==> config.mk <==
export PLATFORM = sky130hd
export DESIGN_NAME = rtc_calendar
export DESIGN_NICKNAME = d
export VERILOG_FILES = /design/src/rtl/rtc_pkg.sv /design/src/rtl/rtc_time_chain.sv /design/src/rtl/rtc_date_chain.sv /design/src/rtl/rtc_calendar.sv
export SDC_FILE = /design/constraint.sdc
export NUM_CORES = 1
export LEC_CHECK = 0
export ABC_CLOCK_PERIOD_IN_PS = 2640
export BUFFER_PORTS_ARGS = -buffer_cell sky130_fd_sc_hd__buf_2
export CORE_MARGIN = 2
export CORE_UTILIZATION = 45
export CTS_CLUSTER_DIAMETER = 80
export DETAILED_ROUTE_END_ITERATION = 10
export GPL_TIMING_DRIVEN = 0
export MAX_ROUTING_LAYER = met4
export PLACE_DENSITY = 0.69
export SLEW_MARGIN = 0
export SYNTH_ARGS = -nofsm -noshare
export SYNTH_HDL_FRONTEND = slang
export SYNTH_HIERARCHICAL = 1
export SYNTH_SLANG_ARGS = --single-unit
export TNS_END_PERCENT = 20
==> constraint.sdc <==
create_clock -name clk -period 2.64 [get_ports clk]
set_clock_uncertainty 0.1 [all_clocks]
set_input_delay 0.396 -clock clk [delete_from_list [all_inputs] [get_ports clk]]
set_output_delay 0.396 -clock clk [all_outputs]
set_load 0.1 [all_outputs]
==> src/rtl/rtc_pkg.sv <==
package rtc_pkg;
    localparam int REG_W    = 8;
    localparam int ADDR_W   = 3;
    localparam int NUM_REGS = 7;

    typedef enum logic [ADDR_W-1:0] {
        A_SEC   = 3'd0,
        A_MIN   = 3'd1,
        A_HOUR  = 3'd2,
        A_WDAY  = 3'd3,
        A_DATE  = 3'd4,
        A_MONTH = 3'd5,
        A_YEAR  = 3'd6
    } reg_idx_e;

    typedef struct packed {
        logic [REG_W-1:0] sec;
        logic [REG_W-1:0] min;
        logic [REG_W-1:0] hour;
    } time_s;

    typedef struct packed {
        logic [REG_W-1:0] wday;
        logic [REG_W-1:0] date;
        logic [REG_W-1:0] month;
        logic [REG_W-1:0] year;
    } date_s;

    typedef struct packed {
        logic [REG_W-1:0] value;
        logic             carry;
    } hour_step_s;

    // Two-digit BCD increment without range check
    function automatic logic [REG_W-1:0] bcd_inc(input logic [REG_W-1:0] v);
        if (v[3:0] == 4'h9)
            return {v[7:4] + 4'h1, 4'h0};
        return {v[7:4], v[3:0] + 4'h1};
    endfunction

    // Year divisible by 4, computed on the BCD digits
    function automatic logic is_leap(input logic [REG_W-1:0] yr);
        if (yr[4] == 1'b0)
            return (yr[3:0] == 4'h0) || (yr[3:0] == 4'h4) || (yr[3:0] == 4'h8);
        return (yr[3:0] == 4'h2) || (yr[3:0] == 4'h6);
    endfunction

    function automatic logic [REG_W-1:0] last_day(input logic [REG_W-1:0] mo,
                                                  input logic [REG_W-1:0] yr);
        case (mo)
            8'h02:                      return is_leap(yr) ? 8'h29 : 8'h28;
            8'h04, 8'h06, 8'h09, 8'h11: return 8'h30;
            default:                    return 8'h31;
        endcase
    endfunction

    // Next hour value for either format plus the carry into the calendar
    function automatic hour_step_s hour_next(input logic [REG_W-1:0] h);
        hour_step_s r;
        logic [REG_W-1:0] dig;
        logic pm;
        r.carry = 1'b0;
        if (h[7]) begin
            dig = h & 8'h1F;
            pm  = h[5];
            if (dig == 8'h12) begin
                dig = 8'h01;
            end else if (dig == 8'h11) begin
                dig     = 8'h12;
                r.carry = pm;
                pm      = ~pm;
            end else begin
                dig = bcd_inc(dig);
            end
            r.value = {1'b1, 1'b0, pm, dig[4:0]};
        end else begin
            if (h == 8'h23) begin
                r.value = 8'h00;
                r.carry = 1'b1;
            end else begin
                r.value = bcd_inc(h);
            end
        end
        return r;
    endfunction
endpackage

==> src/rtl/rtc_time_chain.sv <==
module rtc_time_chain
    import rtc_pkg::*;
(
    input  logic              clk,
    input  logic              rst,
    input  logic              adv,
    input  logic              wr_en,
    input  logic [ADDR_W-1:0] wr_sel,
    input  logic [REG_W-1:0]  wr_data,
    output time_s             tm,
    output logic              day_step
);
    hour_step_s hs;
    logic       sec_wrap;
    logic       min_wrap;

    always_comb begin
        sec_wrap = (tm.sec == 8'h59);
        min_wrap = (tm.min == 8'h59);
        hs       = hour_next(tm.hour);
        day_step = adv && sec_wrap && min_wrap && hs.carry;
    end

    always_ff @(posedge clk) begin
        if (rst) begin
            tm <= '{sec: 8'h00, min: 8'h00, hour: 8'h00};
        end else if (wr_en) begin
            case (reg_idx_e'(wr_sel))
                A_SEC:   tm.sec  <= wr_data;
                A_MIN:   tm.min  <= wr_data;
                A_HOUR:  tm.hour <= wr_data;
                default: ;
            endcase
        end else if (adv) begin
            tm.sec <= sec_wrap ? 8'h00 : bcd_inc(tm.sec);
            if (sec_wrap) begin
                tm.min <= min_wrap ? 8'h00 : bcd_inc(tm.min);
                if (min_wrap)
                    tm.hour <= hs.value;
            end
        end
    end


    sec_wrap_chk: assert property (@(posedge clk) disable iff (rst)
        (adv && tm.sec == 8'h59) |=> (tm.sec == 8'h00 && tm.min != $past(tm.min)));


    noon_flip_chk: assert property (@(posedge clk) disable iff (rst)
        (adv && tm.sec == 8'h59 && tm.min == 8'h59 && tm.hour == 8'h91) |=> (tm.hour == 8'hB2));


    twelve_to_one_chk: assert property (@(posedge clk) disable iff (rst)
        (adv && tm.sec == 8'h59 && tm.min == 8'h59 && tm.hour[7] && tm.hour[4:0] == 5'h12)
        |=> (tm.hour == {1'b1, 1'b0, $past(tm.hour[5]), 5'h01}));


    midnight_24_chk: assert property (@(posedge clk) disable iff (rst)
        (adv && tm.sec == 8'h59 && tm.min == 8'h59 && tm.hour == 8'h23) |-> day_step);
endmodule

==> src/rtl/rtc_date_chain.sv <==
module rtc_date_chain
    import rtc_pkg::*;
(
    input  logic              clk,
    input  logic              rst,
    input  logic              day_step,
    input  logic              wr_en,
    input  logic [ADDR_W-1:0] wr_sel,
    input  logic [REG_W-1:0]  wr_data,
    output date_s             dt
);
    logic [REG_W-1:0] month_end;
    logic             date_wrap;
    logic             month_wrap;

    always_comb begin
        month_end  = last_day(dt.month, dt.year);
        date_wrap  = (dt.date == month_end);
        month_wrap = (dt.month == 8'h12);
    end

    always_ff @(posedge clk) begin
        if (rst) begin
            dt <= '{wday: 8'h01, date: 8'h01, month: 8'h01, year: 8'h00};
        end else if (wr_en) begin
            case (reg_idx_e'(wr_sel))
                A_WDAY:  dt.wday  <= wr_data;
                A_DATE:  dt.date  <= wr_data;
                A_MONTH: dt.month <= wr_data;
                A_YEAR:  dt.year  <= wr_data;
                default: ;
            endcase
        end else if (day_step) begin
            dt.wday <= (dt.wday == 8'h07) ? 8'h01 : bcd_inc(dt.wday);
            dt.date <= date_wrap ? 8'h01 : bcd_inc(dt.date);
            if (date_wrap) begin
                dt.month <= month_wrap ? 8'h01 : bcd_inc(dt.month);
                if (month_wrap)
                    dt.year <= (dt.year == 8'h99) ? 8'h00 : bcd_inc(dt.year);
            end
        end
    end


    wday_wrap_chk: assert property (@(posedge clk) disable iff (rst)
        (day_step && dt.wday == 8'h07) |=> (dt.wday == 8'h01));


    year_end_chk: assert property (@(posedge clk) disable iff (rst)
        (day_step && dt.date == 8'h31 && dt.month == 8'h12)
        |=> (dt.month == 8'h01 && dt.date == 8'h01 && dt.year != $past(dt.year)));


    feb_leap_chk: assert property (@(posedge clk) disable iff (rst)
        (day_step && dt.month == 8'h02 && dt.date == 8'h28 && dt.year == 8'h24)
        |=> (dt.date == 8'h29 && dt.month == 8'h02));
endmodule

==> src/rtl/rtc_calendar.sv <==
module rtc_calendar
    import rtc_pkg::*;
(
    input  logic              clk,
    input  logic              rst,
    input  logic              run,
    input  logic              tick,
    input  logic              wr_en,
    input  logic [ADDR_W-1:0] wr_addr,
    input  logic [REG_W-1:0]  wr_data,
    input  logic [ADDR_W-1:0] rd_addr,
    output logic [REG_W-1:0]  rd_data
);
    time_s tm;
    date_s dt;
    logic  adv;
    logic  day_step;

    assign adv = tick && run && !wr_en;

    rtc_time_chain u_time (
        .clk      (clk),
        .rst      (rst),
        .adv      (adv),
        .wr_en    (wr_en),
        .wr_sel   (wr_addr),
        .wr_data  (wr_data),
        .tm       (tm),
        .day_step (day_step)
    );

    rtc_date_chain u_date (
        .clk      (clk),
        .rst      (rst),
        .day_step (day_step),
        .wr_en    (wr_en),
        .wr_sel   (wr_addr),
        .wr_data  (wr_data),
        .dt       (dt)
    );

    always_comb begin
        case (reg_idx_e'(rd_addr))
            A_SEC:   rd_data = tm.sec;
            A_MIN:   rd_data = tm.min;
            A_HOUR:  rd_data = tm.hour;
            A_WDAY:  rd_data = dt.wday;
            A_DATE:  rd_data = dt.date;
            A_MONTH: rd_data = dt.month;
            A_YEAR:  rd_data = dt.year;
            default: rd_data = '0;
        endcase
    end


    frozen_chk: assert property (@(posedge clk) disable iff (rst)
        (!(tick && run) && !wr_en) |=> ($stable(tm) && $stable(dt)));


    year_load_chk: assert property (@(posedge clk) disable iff (rst)
        (wr_en && wr_addr == A_YEAR) |=> (dt.year == $past(wr_data)));


    write_wins_chk: assert property (@(posedge clk) disable iff (rst)
        (wr_en && wr_addr != A_SEC) |=> $stable(tm.sec));
endmodule

==> summary.md <==
| Metric | Value |
|---|---|
| Top_reg_cell synth | `dfxtp_1` |
| Outcome | `finished with violations` |
| Setup TNS | `-0.0133 ns` |
| Register area share after synthesis | `0.245` |
| Die area | `approximately 11,000 sq um` |
| Worst hold path type | `in2reg` |
| Period utilization | `1.01` |
| Final setup viols | `1` |
| Die X | `between 100 and 150 um` |
| DRC viols | `0` |
| Wirelength, routed | `15.3 mm` |
| Async S/R FF share, synth | `0` |
| DRT iter0 DRCs | `430` |
| DR WL/cell | `between 20 and 25 um` |
| Maximum clock frequency | `around 380 MHz` |
| Via count | `around 4,900` |
| Placer Congestion | `0.914` |
| Final Core Density | `0.536` |
| CP endpoint kind | `register` |
| Worst Tran Pin Value | `0.713 ns` |
| Clk buf depth | `2` |
| M1 GR Usage | `0.375` |
| Global Route Usage Sum | `0.275` |
| Cts hold-fix bufs | `0` |
| Met3 Resource Use GR | `0.0418` |
| Synthesized area | `4580 sq um` |
| # nets final | `666` |
| Clock Latency Late Sink | `0.33 ns` |
| Power density cells | `between 300 and 400 nW/um^2` |
| I/O pins | `27` |
| LEAKAGE | `1.92 nW` |
| Busiest grt layer | `met2` |
| Die Span Y | `105 um` |
| Clock Sinks | `56` |
| Starting Density | `0.467` |
| Worst vdd ir | `0.209 mV` |
| Hold Slack | `0.242 ns` |
| Syn avg cell area | `slightly below 8 sq um` |
| Fin. Hold Viols | `0` |
| Buffers on Ports | `25` |
| Number of distinct library cells after synthesis | `84` |
| Largest net degree at the start of global routing | `18` |
| Kind of critical path | `reg2reg` |
| Warnings, synthesis | `6` |
| Syn Nets | `~620` |
| Share of layout cells above drive strength 1 | `0.212` |
| Number of enable flip-flop cells after synthesis | `0` |
| Pins Over Slew Limit | `0` |
| Final Critical Period | `2.65 ns` |
| Worst setup SP type | `register` |
| Vias per inst | `6.40` |
| First-pass detailed-route iteration total | `5` |
| Commonest cells after routing, fill and taps aside | `50 x nand2_1, 50 x dfxtp_1, 46 x o21ai_0, 45 x a21oi_1, 39 x nor2_1` |
| GRT met2 Usage | `0.410` |
| Diodes inserted | `0` |
| CP required | `2.72 ns` |
| Slew Limit Headroom | `0.525` |
| Vias in the first global route | `~4,300` |
| CTS Buf Count | `5` |
| WP data arrival | `2.73 ns` |
| Row count | `36` |
| RSZ-0062 raised after global routing | `true` |
| Max FO, Critical Path | `8` |
| Reg clk slew, reported paths | `0.12 ns` |
| Max Cap Viol | `0` |
| Dpl hpwl | `about 11 mm` |
| Failing checks | `negative setup slack` |
| TritonCTS clock tree | `built` |
| Final ANT Viol Nets | `0` |
| First-pass GRT wire length | `roughly 23 mm` |
| Global route overflow | `0` |
| Root Driver | `clkbuf_8` |
| Area grow syn2layout | `14.8%` |
| Initial antenna violation count | `0` |
| #FFs+latches synth | `56` |
| Core area | `9820 sq um` |
| # fillers | `978` |
| H-tree Lvls | `2` |
| Final worst slack | `-0.0133 ns` |
| Post-Synthesis Cells | `a little under 600` |
-- cell usage after synthesis (4+ instances only) --
library cell | n | share of area
nand2b_1 | 15 | 0.020
a211oi_2 | 5 | 0.014
a22oi_1 | 4 | 0.0066
nor4_1 | 4 | 0.0055
nand2_1 | 52 | 0.043
a21oi_1 | 47 | 0.051
mux2i_1 | 16 | 0.035
buf_6 | 5 | 0.012
buf_4 | 4 | 0.0066
nand4b_1 | 6 | 0.011
and4b_1 | 9 | 0.020
o21ai_1 | 10 | 0.011
nand4_1 | 4 | 0.0055
ha_1 | 22 | 0.060
o211ai_1 | 7 | 0.011
buf_2 | 14 | 0.015
a211oi_1 | 9 | 0.015
o31ai_1 | 8 | 0.013
o21a_1 | 4 | 0.0066
nor2_1 | 42 | 0.034
clkbuf_1 | 11 | 0.0090
nand3_1 | 16 | 0.017
nor3_1 | 14 | 0.015
a21o_1 | 5 | 0.0082
and2_1 | 5 | 0.0068
mux2_4 | 4 | 0.013
dfxtp_1 | 56 | 0.24
a311oi_1 | 4 | 0.0076
inv_1 | 21 | 0.017
o21ai_0 | 48 | 0.052
a31oi_1 | 8 | 0.011
nor2b_1 | 10 | 0.014
nand3b_1 | 12 | 0.020
nor4b_1 | 4 | 0.0076
-- kinds of logic (layout without fill, tap and decap cells) --
kind of cell	after synthesis	after routing	share of synthesized area
and+or+nand+nor	226	226	0.286
AOI/OAI and AO/OA	190	190	0.274
xor gates and xnor gates	5	5	0.0112
DFF	56	56	0.245
muxes	24	24	0.0603
adders and majority gates	22	22	0.0601
buffers and inverters	58	103	0.0631
-- cell type report --
type / count / area (sq um) / area share
Timing Repair Buffer: 38 / 248 / 0.0471
Sequential cell: 56 / 1140 / 0.216
Clock inverter: 2 / 15.0 / 0.00285
Clock buffer: 6 / 82.6 / 0.0157
Buffer: 35 / 211 / 0.0402
Inverter: 22 / 85.1 / 0.0162
Multi-Input combinational cell: 467 / 3310 / 0.630
Tap cell: 133 / 166 / 0.0316
-- final timing paths --
check / start / to / slack [ns] / cells after the start
max: u_time/tm[5] / u_date/dt[13] / -0.01 / 12
min: rst / u_time/tm[0] / 0.24 / 2
max reg2reg: u_time/tm[5] / u_date/dt[13] / -0.01 / 12
min reg2reg: u_time/tm[15] / u_time/tm[15] / 0.42 / 2
-- report_power, final --
part / leakage (nW) / switching, mW / total [mW] / internal (mW)
Clock: 0.0434 / 0.324 / 0.538 / 0.214
Combinational: 1.42 / 0.260 / 0.382 / 0.122
Sequential: 0.457 / 0.0286 / 0.888 / 0.860
-- layer usage --
| metal | up-vias | share of wire |
|---|---|---|
| met5 | - | 0 |
| met4 | 0 | 0.037 |
| met3 | 45 | 0.091 |
| met2 | 248 | 0.45 |
| met1 | 2308 | 0.43 |
| li1 | 2254 | - |
-- flip-flops by register name, summed over array words and instances (netlist names) --
signal and cells:
u_time/tm 24, u_date/dt 32
-- repair_timing --
item                       in CTS  in global routing
buffers inserted                2                 11
setup endpoints to repair      32                 30
pin swaps                       3                 12
resized for setup              16                 30
-- through the flow --
step | cells | cell area [sq um] | total power [mW] | setup slack (ns)
5_1_grt | 759 | 5260 | 1.87 | -0.0740
3_3_place_gp | 739 | 4880 | 1.26 | -0.614
3_5_place_dp | 739 | 4880 | 1.26 | -0.642
2_1_floorplan | 581 | 4590 | 1.15 | -0.358
6_report | 759 | 5260 | 1.81 | -0.0133
4_1_cts | 748 | 5040 | 1.79 | 0.00383
-- worst max-delay path, stage by stage, from the launching register on --
cell and delay [ns]:
dfxtp_4 0.41, ha_1 0.16, nand2b_1 0.11, nor4b_4 0.33, a21oi_2 0.09, nor4_2 0.19
buf_4 0.20, nor2b_4 0.24, a31o_1 0.21, buf_6 0.13, buf_4 0.14, buf_4 0.11
a311oi_1 0.07
Note: power is estimated with default switching activity, not from simulation.
